--- src/rtl/cfg_rx_pkg.sv ---
package cfg_rx_pkg;

    typedef enum logic [2:0] {
        ST_PAT,
        ST_T1,
        ST_T2,
        ST_CTRL,
        ST_ID,
        ST_CRC
    } rx_state_e;

    localparam logic [7:0] CRC_POLY_REFL = 8'hE0;
    localparam logic [7:0] CRC_SEED      = 8'hFF;

    // one byte of the reflected check value update
    function automatic logic [7:0] crc8_step(logic [7:0] cur, logic [7:0] din);
        logic [7:0] x;
        x = cur ^ din;
        for (int i = 0; i < 8; i++) begin
            x = x[0] ? ((x >> 1) ^ CRC_POLY_REFL) : (x >> 1);
        end
        return x;
    endfunction

endpackage

--- src/rtl/cfg_rx_crc8.sv ---
module cfg_rx_crc8
    import cfg_rx_pkg::*;
(
    input  logic       clk,
    input  logic       rst_n,
    input  logic       clear_i,
    input  logic       en_i,
    input  logic [7:0] data_i,
    output logic [7:0] crc_o
);

    always_ff @(posedge clk or negedge rst_n) begin
        if (!rst_n) begin
            crc_o <= CRC_SEED;
        end else if (clear_i) begin
            crc_o <= CRC_SEED;
        end else if (en_i) begin
            crc_o <= crc8_step(crc_o, data_i);
        end
    end

    AST_CRC_RESEED: assert property (@(posedge clk) disable iff (!rst_n)
        clear_i |=> (crc_o == CRC_SEED));

endmodule

--- src/rtl/cfg_rx_unpack.sv ---
module cfg_rx_unpack #(
    parameter int NUM_UNITS = 3,
    parameter int PAT_BITS  = 6 * NUM_UNITS
) (
    input  logic [PAT_BITS-1:0]    pat_i,
    output logic [3*NUM_UNITS-1:0] pat1_o,
    output logic [3*NUM_UNITS-1:0] pat2_o
);

    // the highest unit index sits lowest in the stream
    for (genvar u = 0; u < NUM_UNITS; u++) begin : g_unit
        localparam int BASE = 6 * (NUM_UNITS - 1 - u);
        assign pat1_o[3*u +: 3] = pat_i[BASE +: 3];
        assign pat2_o[3*u +: 3] = pat_i[BASE + 3 +: 3];
    end

endmodule

--- src/rtl/cfg_frame_rx.sv ---
module cfg_frame_rx
    import cfg_rx_pkg::*;
#(
    parameter int          NUM_UNITS = 3,
    parameter int          TMR_W     = 12,
    parameter logic [15:0] ID_VALUE  = 16'hA5C3
) (
    input  logic                   clk,
    input  logic                   rst_n,
    input  logic                   rx_valid_i,
    input  logic [7:0]             rx_data_i,
    input  logic                   rx_ferr_i,
    output logic                   done_o,
    output logic [3*NUM_UNITS-1:0] pat1_o,
    output logic [3*NUM_UNITS-1:0] pat2_o,
    output logic [TMR_W-1:0]       t1_o,
    output logic [TMR_W-1:0]       t2_o,
    output logic [7:0]             ctrl_o,
    output logic                   err_uart_o,
    output logic                   err_id_o,
    output logic                   err_crc_o
);

    localparam int PAT_BITS  = 6 * NUM_UNITS;
    localparam int PAT_BYTES = (PAT_BITS + 7) / 8;
    localparam int TMR_BYTES = (TMR_W + 7) / 8;
    localparam int MAX_LEN   = (PAT_BYTES > TMR_BYTES) ?
                               ((PAT_BYTES > 2) ? PAT_BYTES : 2) :
                               ((TMR_BYTES > 2) ? TMR_BYTES : 2);
    localparam int CNT_W     = $clog2(MAX_LEN + 1);

    function automatic int state_len(rx_state_e s);
        int n;
        unique case (s)
            ST_PAT:  n = PAT_BYTES;
            ST_T1:   n = TMR_BYTES;
            ST_T2:   n = TMR_BYTES;
            ST_CTRL: n = 1;
            ST_ID:   n = 2;
            default: n = 1;
        endcase
        return n;
    endfunction

    rx_state_e          state_q, state_d;
    logic [CNT_W-1:0]   cnt_q, cnt_d;
    logic               last_byte;
    logic               frame_end;

    logic [PAT_BITS-1:0] pat_sr, pat_pub;
    logic [TMR_W-1:0]    t1_sr, t2_sr;
    logic [7:0]          ctrl_sr;
    logic [15:0]         id_sr;
    logic                ferr_sticky;
    logic [7:0]          crc_cur;

    assign last_byte = (int'(cnt_q) == state_len(state_q) - 1);
    assign frame_end = rx_valid_i && (state_q == ST_CRC);

    // next-state logic
    always_comb begin
        state_d = state_q;
        cnt_d   = cnt_q;
        if (rx_valid_i) begin
            if (last_byte) begin
                cnt_d = '0;
                unique case (state_q)
                    ST_PAT:  state_d = ST_T1;
                    ST_T1:   state_d = ST_T2;
                    ST_T2:   state_d = ST_CTRL;
                    ST_CTRL: state_d = ST_ID;
                    ST_ID:   state_d = ST_CRC;
                    ST_CRC:  state_d = ST_PAT;
                endcase
            end else begin
                cnt_d = cnt_q + CNT_W'(1);
            end
        end
    end

    // state register
    always_ff @(posedge clk or negedge rst_n) begin
        if (!rst_n) begin
            state_q <= ST_PAT;
            cnt_q   <= '0;
        end else begin
            state_q <= state_d;
            cnt_q   <= cnt_d;
        end
    end

    // field capture and publication
    always_ff @(posedge clk or negedge rst_n) begin
        if (!rst_n) begin
            pat_sr      <= '0;
            t1_sr       <= '0;
            t2_sr       <= '0;
            ctrl_sr     <= '0;
            id_sr       <= '0;
            ferr_sticky <= 1'b0;
            done_o      <= 1'b0;
            pat_pub     <= '0;
            t1_o        <= '0;
            t2_o        <= '0;
            ctrl_o      <= '0;
            err_uart_o  <= 1'b0;
            err_id_o    <= 1'b0;
            err_crc_o   <= 1'b0;
        end else begin
            done_o <= 1'b0;
            if (rx_valid_i) begin
                ferr_sticky <= frame_end ? 1'b0 : (ferr_sticky | rx_ferr_i);
                unique case (state_q)
                    ST_PAT: pat_sr <= {rx_data_i, pat_sr[PAT_BITS-1:8]};
                    ST_T1: begin
                        for (int k = 0; k < TMR_W; k++) begin
                            if (k / 8 == int'(cnt_q)) t1_sr[k] <= rx_data_i[k % 8];
                        end
                    end
                    ST_T2: begin
                        for (int k = 0; k < TMR_W; k++) begin
                            if (k / 8 == int'(cnt_q)) t2_sr[k] <= rx_data_i[k % 8];
                        end
                    end
                    ST_CTRL: ctrl_sr <= rx_data_i;
                    ST_ID: begin
                        if (cnt_q == '0) id_sr[7:0]  <= rx_data_i;
                        else             id_sr[15:8] <= rx_data_i;
                    end
                    ST_CRC: begin
                        done_o     <= 1'b1;
                        pat_pub    <= pat_sr;
                        t1_o       <= t1_sr;
                        t2_o       <= t2_sr;
                        ctrl_o     <= ctrl_sr;
                        err_uart_o <= ferr_sticky | rx_ferr_i;
                        err_id_o   <= (id_sr != ID_VALUE);
                        err_crc_o  <= (crc_cur != rx_data_i);
                    end
                endcase
            end
        end
    end

    cfg_rx_crc8 i_crc (
        .clk     (clk),
        .rst_n   (rst_n),
        .clear_i (frame_end),
        .en_i    (rx_valid_i && (state_q != ST_CRC)),
        .data_i  (rx_data_i),
        .crc_o   (crc_cur)
    );

    cfg_rx_unpack #(
        .NUM_UNITS (NUM_UNITS),
        .PAT_BITS  (PAT_BITS)
    ) i_unpack (
        .pat_i  (pat_pub),
        .pat1_o (pat1_o),
        .pat2_o (pat2_o)
    );

    AST_CNT_BOUND: assert property (@(posedge clk) disable iff (!rst_n)
        int'(cnt_q) < state_len(state_q));

    AST_DONE_AFTER_LAST: assert property (@(posedge clk) disable iff (!rst_n)
        done_o |-> ($past(rx_valid_i) && ($past(state_q) == ST_CRC) && (state_q == ST_PAT)));

    AST_DONE_SINGLE: assert property (@(posedge clk) disable iff (!rst_n)
        done_o |=> !done_o);

    AST_FIELDS_HOLD: assert property (@(posedge clk) disable iff (!rst_n)
        !done_o |-> ($stable(pat_pub) && $stable(t1_o) && $stable(t2_o) && $stable(ctrl_o)
                     && $stable(err_uart_o) && $stable(err_id_o) && $stable(err_crc_o)));

    AST_FERR_REPORTED: assert property (@(posedge clk) disable iff (!rst_n)
        (done_o && $past(rx_ferr_i)) |-> err_uart_o);

endmodule

--- config.mk ---
export PLATFORM = sky130hd
export DESIGN_NAME = cfg_frame_rx
export DESIGN_NICKNAME = d
export VERILOG_FILES = /design/src/rtl/cfg_rx_pkg.sv /design/src/rtl/cfg_rx_crc8.sv /design/src/rtl/cfg_rx_unpack.sv /design/src/rtl/cfg_frame_rx.sv
export SDC_FILE = /design/constraint.sdc
export NUM_CORES = 1
export LEC_CHECK = 0
export ABC_CLOCK_PERIOD_IN_PS = 2280
export BUFFER_PORTS_ARGS = -buffer_cell sky130_fd_sc_hd__buf_4
export CORE_MARGIN = 3
export CORE_UTILIZATION = 58
export CTS_CLUSTER_DIAMETER = 50
export DETAILED_ROUTE_END_ITERATION = 12
export HOLD_SLACK_MARGIN = 0.03
export PLACE_DENSITY = 0.85
export SYNTH_ARGS = -nofsm -noshare
export SYNTH_HDL_FRONTEND = slang
export SYNTH_SLANG_ARGS = --single-unit
--- constraint.sdc ---
create_clock -name clk -period 2.28 [get_ports clk]
set_clock_uncertainty 0.2 [all_clocks]
set_input_delay 0.456 -clock clk [delete_from_list [all_inputs] [get_ports clk]]
set_output_delay 0.456 -clock clk [all_outputs]
set_load 0.05 [all_outputs]
# Word level (Yosys, flattened, before mapping)

Index checks and enable logic that the tools add are counted.

Word-level logic and storage cells: 76
Flip-flop bits (word level): 134

Equal/unequal tests: 10
Reductions and logical operators: 17
Bitwise logic cells: 11
Multiplexer cells: 16
Add/subtract/negate cells: 2

Operator list:

| kind                                                                 | number |
|---|---|
| 8-bit 2-to-1 mux                                                     | 10 |
| 3-bit by 32-bit == test with 1-bit output                            | 1 |
| 32-bit by 2-bit subtractor with 32-bit output, second input constant | 1 |
| 2-bit NOT with 3-bit output                                          | 8 |
| 3-bit one-hot mux with 6 select lines                                | 1 |
| 3-bit AND reduction                                                  | 6 |
| 16-bit != test, second input constant                                | 1 |
| 8-bit != test                                                        | 1 |
| 2-bit AND reduction                                                  | 4 |
| 8-bit bitwise XOR                                                    | 1 |
| 3-bit by 2-bit == test with 1-bit output, second input constant      | 2 |
| 3-bit == test, second input constant                                 | 2 |
| 2-bit logical NOT                                                    | 2 |
| 2-bit one-hot mux with 2 select lines                                | 1 |
| 3-bit by 1-bit == test with 1-bit output, second input constant      | 1 |
| 3-bit logical NOT                                                    | 1 |
| 1-bit 2-to-1 mux                                                     | 3 |
| 3-bit != test, second input constant                                 | 1 |
| 3-bit OR reduction                                                   | 1 |
| 2-bit by 1-bit adder with 2-bit output, second input constant        | 1 |
| 2-bit == test, first input constant                                  | 1 |
| 1-bit logical AND                                                    | 2 |
| 2-bit 2-to-1 mux                                                     | 1 |
| 2-bit nonzero test                                                   | 1 |
| other kinds (2)                                                      | 2 |

# Depth between registers and ports, before layout

Gate-level depths: netlist of run 1.

Word-level depth: 19
Depth in mapped cells: 7
Depth with buffers taken out: 6

# Cells and area by module

From an unflattened synthesis of run 1, not the netlist that was laid out.

Cells, all modules: 512
Area, all modules: 5,941.9 um^2

By module, submodules not included:

| module        | cells an instance | times used | area each (um^2) | seq. area each (um^2) |
|---|---|---|---|---|
| cfg_frame_rx  | 442               | 1          | 5,147.4          | 3,153.0 |
| cfg_rx_crc8   | 52                | 1          | 659.4            | 210.2 |
| cfg_rx_unpack | 18                | 1          | 135.1            | 0.0 |

# Worst setup path before layout of run 1

OpenSTA, ideal clock, no wires.

Path kind: input to register
Start point: input rx_valid_i
End point: register pat_sr[14]
Data required time: 1.955 ns
Setup slack: 0.384 ns
Arrival: 1.571 ns
Library setup time: 0.125 ns
Cell stages on the path: 5
Cell sequence: buf_4 > nand2b_1 > nor3_4 > buf_6 > mux2_2

Word-level cells in the longest chain between the ends: 1

Ends and longest elaborated chain:

| item                                 | line                | source |
|---|---|---|
| from (decl)                          | cfg_frame_rx.sv:10  | `input logic rx_valid_i,` |
| 2-bit AND reduction (no source line) | n/a                 |  |
| to (signal assigned)                 | cfg_frame_rx.sv:114 | `ST_PAT: pat_sr <= {rx_data_i, pat_sr[PAT_BITS-1:8]};` |
| to (decl)                            | cfg_frame_rx.sv:50  | `logic [PAT_BITS-1:0] pat_sr, pat_pub;` |

Every way passes these cells.
A chain may end at the register's enable or synchronous reset.

# Worst setup path after layout of run 1

Start point: register state_q[1]
End point: register t1_sr[9]

Word-level cells in the longest chain between the ends: 2

Ends and longest elaborated chain:

| item                                     | line                | source |
|---|---|---|
| from (decl)                              | cfg_frame_rx.sv:45  | `rx_state_e state_q, state_d;` |
| from (signal assigned)                   | cfg_frame_rx.sv:87  | `state_q <= state_d;` |
| 3-bit by 1-bit == test with 1-bit output | cfg_frame_rx.sv:113 | `unique case (state_q)` |
| 3-bit AND reduction (no source line)     | n/a                 |  |
| to (decl)                                | cfg_frame_rx.sv:51  | `logic [TMR_W-1:0] t1_sr, t2_sr;` |

Every way passes these cells.

==> results.txt, run 1 <==
The flow ran to the end, and the final reports show no timing, DRC or antenna violations. The worst setup path is launched from a register. The maximum clock rate came out at about 0.48 GHz. The overall die width came out at 105 um.

The I/O pin count is 66. The die span in y came out at ~110 um. The count of antenna-violating nets left after detailed routing came out at 0.

At the pin with the least slew margin, the transition time is around 0.53 ns. The area inside the core boundary came out at 9420 um2. The final weighted congestion in routability-driven placement is 0.836. The fraction of the cycle the final worst path needs came out at 0.910. The final max-slew violation count is 0. The count of endpoints failing hold in the final timing report is 0. Entering global routing, the biggest net connects between 40 and 50 pins. The critical path is of the reg -> reg type. The final net count came out at 578. In this run the power density over the cells is 1520 nW/um2. The setup TNS came out at 0 ns. The aggregate routed wire length is 13200 um. The synthesized netlist occupies a cell area of 5730 um2. The share of the yosys chip area belonging to registers is 0.587. The distinct cell type count of the synthesized netlist came out at a little over 50.

The post-detailed-route via-to-cell ratio came out at 5.63. The data required time at the worst endpoint is approximately 2.5 ns. The number of max-cap violations came out at 0. The number of synthesized flops with an enable pin is 0. Leaving out fill and tap cells, the most frequent cell in the layout is sky130_fd_sc_hd__nand2_1.

The via count of the routed design came out at 3960. After clock tree synthesis, the clock-pin slew on the worst setup and hold paths is about 0.060 ns. In the final routed layout, each cell accounts on average for 18.8 um. The total die area came out at 11100 um2. At the later pin of the worst-skew pair, clock insertion delay measures 0.52 ns. Counting the buffers created by CTS gives 17.

The area added between synthesis and finish is 23.1%. The total of endpoints with negative setup slack in the final report is 0. The worst endpoint data arrival time came out at 2.28 ns. The number of global-route vias before repair is 4225. The average instance in the mapped netlist occupies 11.8 um2. IR analysis of the VDD net gives a maximum drop of 0.740 mV. In the global route stage, overall resource usage came out at 0.255. For the finished layout, the period the worst path requires is between 2 and 2.5 ns. The gate count of the mapped netlist came out at 487. The longest clock path from root to sink contains 2 buffers.

The global-route wire length before repair is 22000 um. Including well taps, the total number of placed cells is 668. The H-tree was split into 4 levels. The number of antenna violations at the first check in global routing is 0. In this run the static leakage power is 3.59 nW.

The final worst setup slack came out at 0.205 ns. The first-pass iteration count of the detailed router came out at 5. For this run, design rule violations remaining after detail routing come to 0. The TritonCTS clock tree is built.

The worst setup path is captured at a register. The most used flip-flop cell after synthesis is sky130_fd_sc_hd__dfrtp_1. The wire-length estimate of the detail-placed layout is between 7000 and 8000 um. 0 antenna diodes ended up in the layout. The tree built by TritonCTS fans out to 134 sinks.

The total nets after synthesis came out at 504. The total congestion overflow is 0. The share of flip-flops with an asynchronous set or reset is 1.00. In this run the tool buffered the top-level ports with 65 buffer cells. The kind of path behind the tightest hold check is in -> reg. Setup repair after global routing left no endpoint under its margin. The placement-stage worst setup slack came out at ~0.16 ns. The worst hold path passes through 2 cells. The worst reg2reg path depth is 4.

Clock tree synthesis selected as its root buffer the cell sky130_fd_sc_hd__clkbuf_8. The tightest slew margin relative to the limit came out at 0.650. The count of placed standard cells in the final layout, fillers left out came out at 703. After floorplanning, the core was divided into 35 placement rows. The setup slack of the worst register-to-register path came out at 0.20 ns. The number of design-rule violations left by the first detailed-router iteration came out at 255.

For this run, the number of Yosys warnings is 0. The starting density of the core came out at 0.608. The maximum fanout along the worst path came out at 11.

The library cells used most frequently in the layout, excluding fill and tap cells, are 156 x sky130_fd_sc_hd__nand2_1, 126 x sky130_fd_sc_hd__dfrtp_1, 75 x sky130_fd_sc_hd__buf_4. The post-synthesis sequential element count is 134. The fraction of final layout cells sized beyond drive strength 1 came out at 0.340.
## area by class of cell
| class | count | area, um2 |
|---|---|---|
| clock buffers | 19 | 432 |
| clock inverters | 13 | 240 |
| fillers | 564 | 2360 |
| inverters | 4 | 15.0 |
| multi-input cells | 323 | 2180 |
| flip-flops and latches | 134 | 3360 |
| well taps | 129 | 161 |
| repair buffers | 81 | 663 |
## worst max-delay path, stage by stage, from the launching register on
cell and delay [ns]:
sky130_fd_sc_hd__dfrtp_1 0.43, sky130_fd_sc_hd__buf_4 0.20, sky130_fd_sc_hd__nor2_1 0.31, sky130_fd_sc_hd__nand4_1 0.41, sky130_fd_sc_hd__mux2_2 0.41
## logic make-up after synthesis
logic type | Yosys count | synth area share
flip-flops | 134 | 0.587
multiplexers | 67 | 0.132
AO/OA/AOI/OAI | 33 | 0.0402
adder cells (fa/ha/maj) | 6 | 0.0127
buffers and inverters | 30 | 0.0328
XOR/XNOR | 20 | 0.0478
AND/OR/NAND/NOR | 197 | 0.148
## worst paths after layout
kind / from / end
setup / recovery: state_q[1] / t1_sr[9]
hold / removal: rx_data_i[7] / pat_sr[17]
setup reg to reg: state_q[1] / t1_sr[9]
hold reg to reg: t1_o[4] / t1_o[4]
max in group asynchronous: rst_n / t2_sr[9]
min in group asynchronous: rst_n / t1_sr[3]
## synthesized netlist by cell type, drive strengths merged (3+ instances only)
cell	count	area share
a31oi	7	0.0076
nor3	4	0.0074
xor2	3	0.0046
nand4	4	0.0055
nand2	157	0.10
dfrtp	126	0.55
a21o	4	0.0052
o21ai	3	0.0026
xnor2	12	0.023
mux2	67	0.13
o21a	4	0.0052
a21oi	4	0.0035
nand3	6	0.0061
inv	4	0.0026
buf	22	0.028
ha	5	0.011
dfstp	8	0.037
clkbuf	4	0.0026
xor3	3	0.012
nor2	13	0.0085
## routing by layer
| layer | global-route usage | routed length (um) | vias up |
|---|---|---|---|
| met5 | 0 | 0 | - |
| met4 | 0.101 | 298 | 0 |
| met3 | 0.0563 | 693 | 24 |
| met2 | 0.445 | 7010 | 144 |
| met1 | 0.307 | 5230 | 2010 |
| li1 | - | - | 1782 |
## flip-flops by register name, summed over array words and instances (netlist names), 2 cells and up
| name | flops |
|---|---|
| pat_pub | 18 |
| pat_sr | 18 |
| id_sr | 16 |
| t1_o | 12 |
| t1_sr | 12 |
| t2_o | 12 |
| t2_sr | 12 |
| ctrl_o | 8 |
| ctrl_sr | 8 |
| i_crc.crc_o | 8 |
| state_q | 3 |
| cnt_q | 2 |
## report_power, final
part           internal (W)  total [W]  switching [W]
registers           0.00333    0.00395       0.000626
logic               0.00156    0.00366        0.00210
clock network       0.00205    0.00312        0.00107
## repair_timing
action | 4_1_cts | 5_1_grt
endpoints found under the hold margin | 34 | 0
setup buffers | 0 | 1
resized for setup | 0 | 0
hold buffers | 2 | 0
endpoints found under the setup margin | 0 | 6
## through the flow
| stage | utilization | cell area (um2) | total power (W) | hold slack (ns) |
|---|---|---|---|---|
| 3_5_place_dp | 0.673 | 6340 | 0.00751 | 0.249 |
| 2_1_floorplan | - | 5730 | 0.00652 | -0.0396 |
| 5_1_grt | 0.749 | 7050 | 0.0112 | 0.0898 |
| 6_report | 0.749 | 7050 | 0.0107 | 0.100 |
| 3_3_place_gp | 0.673 | 6340 | 0.00732 | 0.245 |
| 4_1_cts | 0.747 | 7030 | 0.0107 | 0.0850 |
No activity file was read; power rests on OpenSTA's default activity.
==> run 2: changes to the inputs <==
--- a/config.mk
+++ b/config.mk
@@ -5,6 +5,7 @@
 export SDC_FILE = /design/constraint.sdc
 export NUM_CORES = 1
 export LEC_CHECK = 0
+export ABC_AREA = 0
 export ABC_CLOCK_PERIOD_IN_PS = 2280
 export BUFFER_PORTS_ARGS = -buffer_cell sky130_fd_sc_hd__buf_4
 export CORE_MARGIN = 3
@@ -13,6 +14,7 @@
 export DETAILED_ROUTE_END_ITERATION = 12
 export HOLD_SLACK_MARGIN = 0.03
 export PLACE_DENSITY = 0.85
+export SETUP_SLACK_MARGIN = 0.3
 export SYNTH_ARGS = -nofsm -noshare
 export SYNTH_HDL_FRONTEND = slang
 export SYNTH_SLANG_ARGS = --single-unit
==> run 2 against run 1 <==
Flip-flop and latch count unchanged. Non-clock buffer count up 1. Die area unchanged. Register-to-register slack better by 0.05 ns. Cell count up 0.14%. First-iteration DRC count up 30%. Via count up 0.53%. Count of clock-buffer cells in the layout unchanged. Critical path type unchanged. Hold slack better by 0.0065 ns. Setup slack better by 0.048 ns.
==> results.txt, run 2 (synthesized netlist as in run 1, its figures left out) <==
The met3 usage in global routing is 0.0655 (+0.00919). The number of global-route vias before repair came out at 4260 (+0.83%). The worst setup path is launched from a register. The setup slack of the worst register-to-register path came out at 0.25 ns (+0.05 ns).

The clock-pin slew of the registers on the worst-case setup and hold paths was 0.06 ns (about the same). The path class of the tightest hold or removal check is in -> reg. The starting density of the core is 0.608 (unchanged).

By startpoint and endpoint, the worst setup path is classified as reg -> reg. Traced cell by cell, the critical path runs through buf_4 -> nor2_1 -> nand4_1 -> buf_4 -> mux2_2. The number of diodes added for antenna fixing is 0 (unchanged).

The worst hold slack across all endpoints came out at 0.107 ns (+0.00652 ns). The half-perimeter wire length after placement came out at 7960 um (unchanged). The count of antenna-violating nets left after detailed routing was 0 (unchanged). The number of design-rule violations left by the first detailed-router iteration came out at 331 (+30%). The average routed wire per standard cell is 19.4 um (+2.8%). The leakage component of the power is 3.59 nW (about the same). The final weighted congestion in routability-driven placement came out at 0.836 (unchanged). The maximum fanout along the worst path is 11 (unchanged).

The core utilization of the finished layout is 0.754 (+0.00465). The cell sitting at the root of the clock tree is a sky130_fd_sc_hd__clkbuf_8. TritonCTS built the clock tree.

The clock latency at the later pin of the worst-skew pair came out at 0.52 ns (about the same). The aggregate routed wire length is 13600 um (+3.0%). The library cell used most frequently in the layout, excluding fill and tap cells, is sky130_fd_sc_hd__nand2_1. The buffers plus inverters on the worst setup path came out at 2 (+1). The final net count is 579 (+0.17%). The maximum clock rate was 0.493 GHz (+2.4%).

The most numerous cell type found on the critical path is sky130_fd_sc_hd__buf_4. The number of antenna violations at the first check in global routing is 0 (unchanged). The slowest cell on the critical path is sky130_fd_sc_hd__dfrtp_1. The number of buffer cells added on primary ports came out at 65 (unchanged). The setup TNS is 0 ns (unchanged). The CTS H-tree depth is 4 (unchanged). The first-pass iteration count of the detailed router came out at 4 (-1). The I/O pin count was 66 (unchanged). The delay of the slowest cell on the worst path is 0.43 ns (about the same).

The global-route met2 utilization is 0.447 (+0.00137). The power density over cell area came to 1530 nW/um2 (+0.29%). The largest registers in the layout are pat_pub: 18 flops, pat_sr: 18 flops, id_sr: 16 flops. The shortest clock period the worst path allows after layout is 2.03 ns (-0.0485 ns).

The met1 usage in global routing came to 0.307 (about the same). The global-route wire length before repair is 22100 um (+0.47%). The largest net degree at the start of global routing came out at 49 (unchanged).

The worst voltage drop across the vdd grid is 0.748 mV (+1.1%). The number of max-cap violations was 0 (unchanged). The via count of the routed design is 3981 (+0.53%). The count of standard-cell rows is 35 (unchanged). In the layout the commonest cells are 155 x sky130_fd_sc_hd__nand2_1, 125 x sky130_fd_sc_hd__dfrtp_1, 75 x sky130_fd_sc_hd__buf_4.

The count of endpoints failing hold in the final timing report is 0 (unchanged). The final max-slew violation count is 0 (unchanged). The post-detailed-route via-to-cell ratio is 5.65 (+0.39%). The total of endpoints with negative setup slack in the final report is 0 (unchanged). The worst endpoint data arrival time is 2.23 ns (-0.05 ns). The worst setup path is captured at a register. The largest delay contributor family on the critical path is simple AND/OR/NAND/NOR gates. The total congestion overflow came out at 0 (unchanged). The CTS sink count is 134 (unchanged). The total die area came out at 11100 um2 (unchanged).

The fraction of final layout cells sized beyond drive strength 1 came out at 0.350 (+0.00984). The overall track demand over capacity in global routing is 0.257 (+0.00167). The transition time at the pin with the least slew margin is 0.525 ns (-0.000585 ns). The post-route DRC violation count came out at 0 (unchanged). The CTS buffer count came out at 17 (unchanged).

The die span in y came out at 105 um (unchanged). The fraction of the cycle the final worst path needs came out at 0.889 (-0.0213). Setup repair after global routing could not meet its margin everywhere.

The tightest slew margin relative to the limit came out at 0.650 (about the same). met2 is the most crowded layer. The data required time at the worst endpoint is 2.48 ns (about the same). The run finished with clean final reports. Compared with the post-synthesis result, the final layout area differs by 23.9%. The area inside the core boundary came to 9420 um2 (unchanged).

The overall die width is 105 um (unchanged). The number of buffers between clock root and the deepest sink came out at 2 (unchanged).
==> run 2: metrics by stage <==
stage	setup WS (ns)	total power [W]	instance area, um2	std cells
4_1_cts	0.257	0.0107	7070	704
6_report	0.253	0.0108	7100	704
2_1_floorplan	0.384	0.00652	5730	487
3_5_place_dp	0.159	0.00751	6340	668
5_1_grt	0.267	0.0113	7100	704
3_3_place_gp	0.266	0.00732	6340	668
==> run 2: final cells by class <==
class	instances	area (um2)
clock buffers	19	432
clock inverters	13	240
fillers	550	2320
inverters	4	15.0
multi-input cells	323	2210
flip-flops and latches	134	3360
well taps	129	161
repair buffers	82	674
==> run 2: timing repair <==
item / 4_1_cts / 5_1_grt
cloned: 0 / 0
setup endpoints to repair: 29 / 39
hold endpoints to repair: 34 / 0
buffers inserted: 2 / 0
gates resized for setup: 2 / 6
hold buffers: 2 / 0
pin swaps: 1 / 0
==> run 2: report_power, final <==
part / internal (W) / switching (W)
sequential: 0.00333 / 0.000651
combinational: 0.00158 / 0.00215
clock: 0.00205 / 0.00107
total: 0.00696 / 0.00387
==> run 2: metal layers <==
layer | vias up | wire length [um]
li1 | 1781 | -
met1 | 1993 | 5120
met2 | 171 | 7280
met3 | 36 | 851
met4 | 0 | 379
met5 | - | 0
==> run 2: final timing paths <==
check,to,depth (start not counted),from
max,t1_sr[9],5,state_q[1]
min,pat_sr[17],2,rx_data_i[7]
max reg2reg,t1_sr[9],5,state_q[1]
min reg2reg,ctrl_o[6],2,ctrl_o[6]
max in group asynchronous,t2_sr[9],3,rst_n
min in group asynchronous,t1_sr[2],2,rst_n
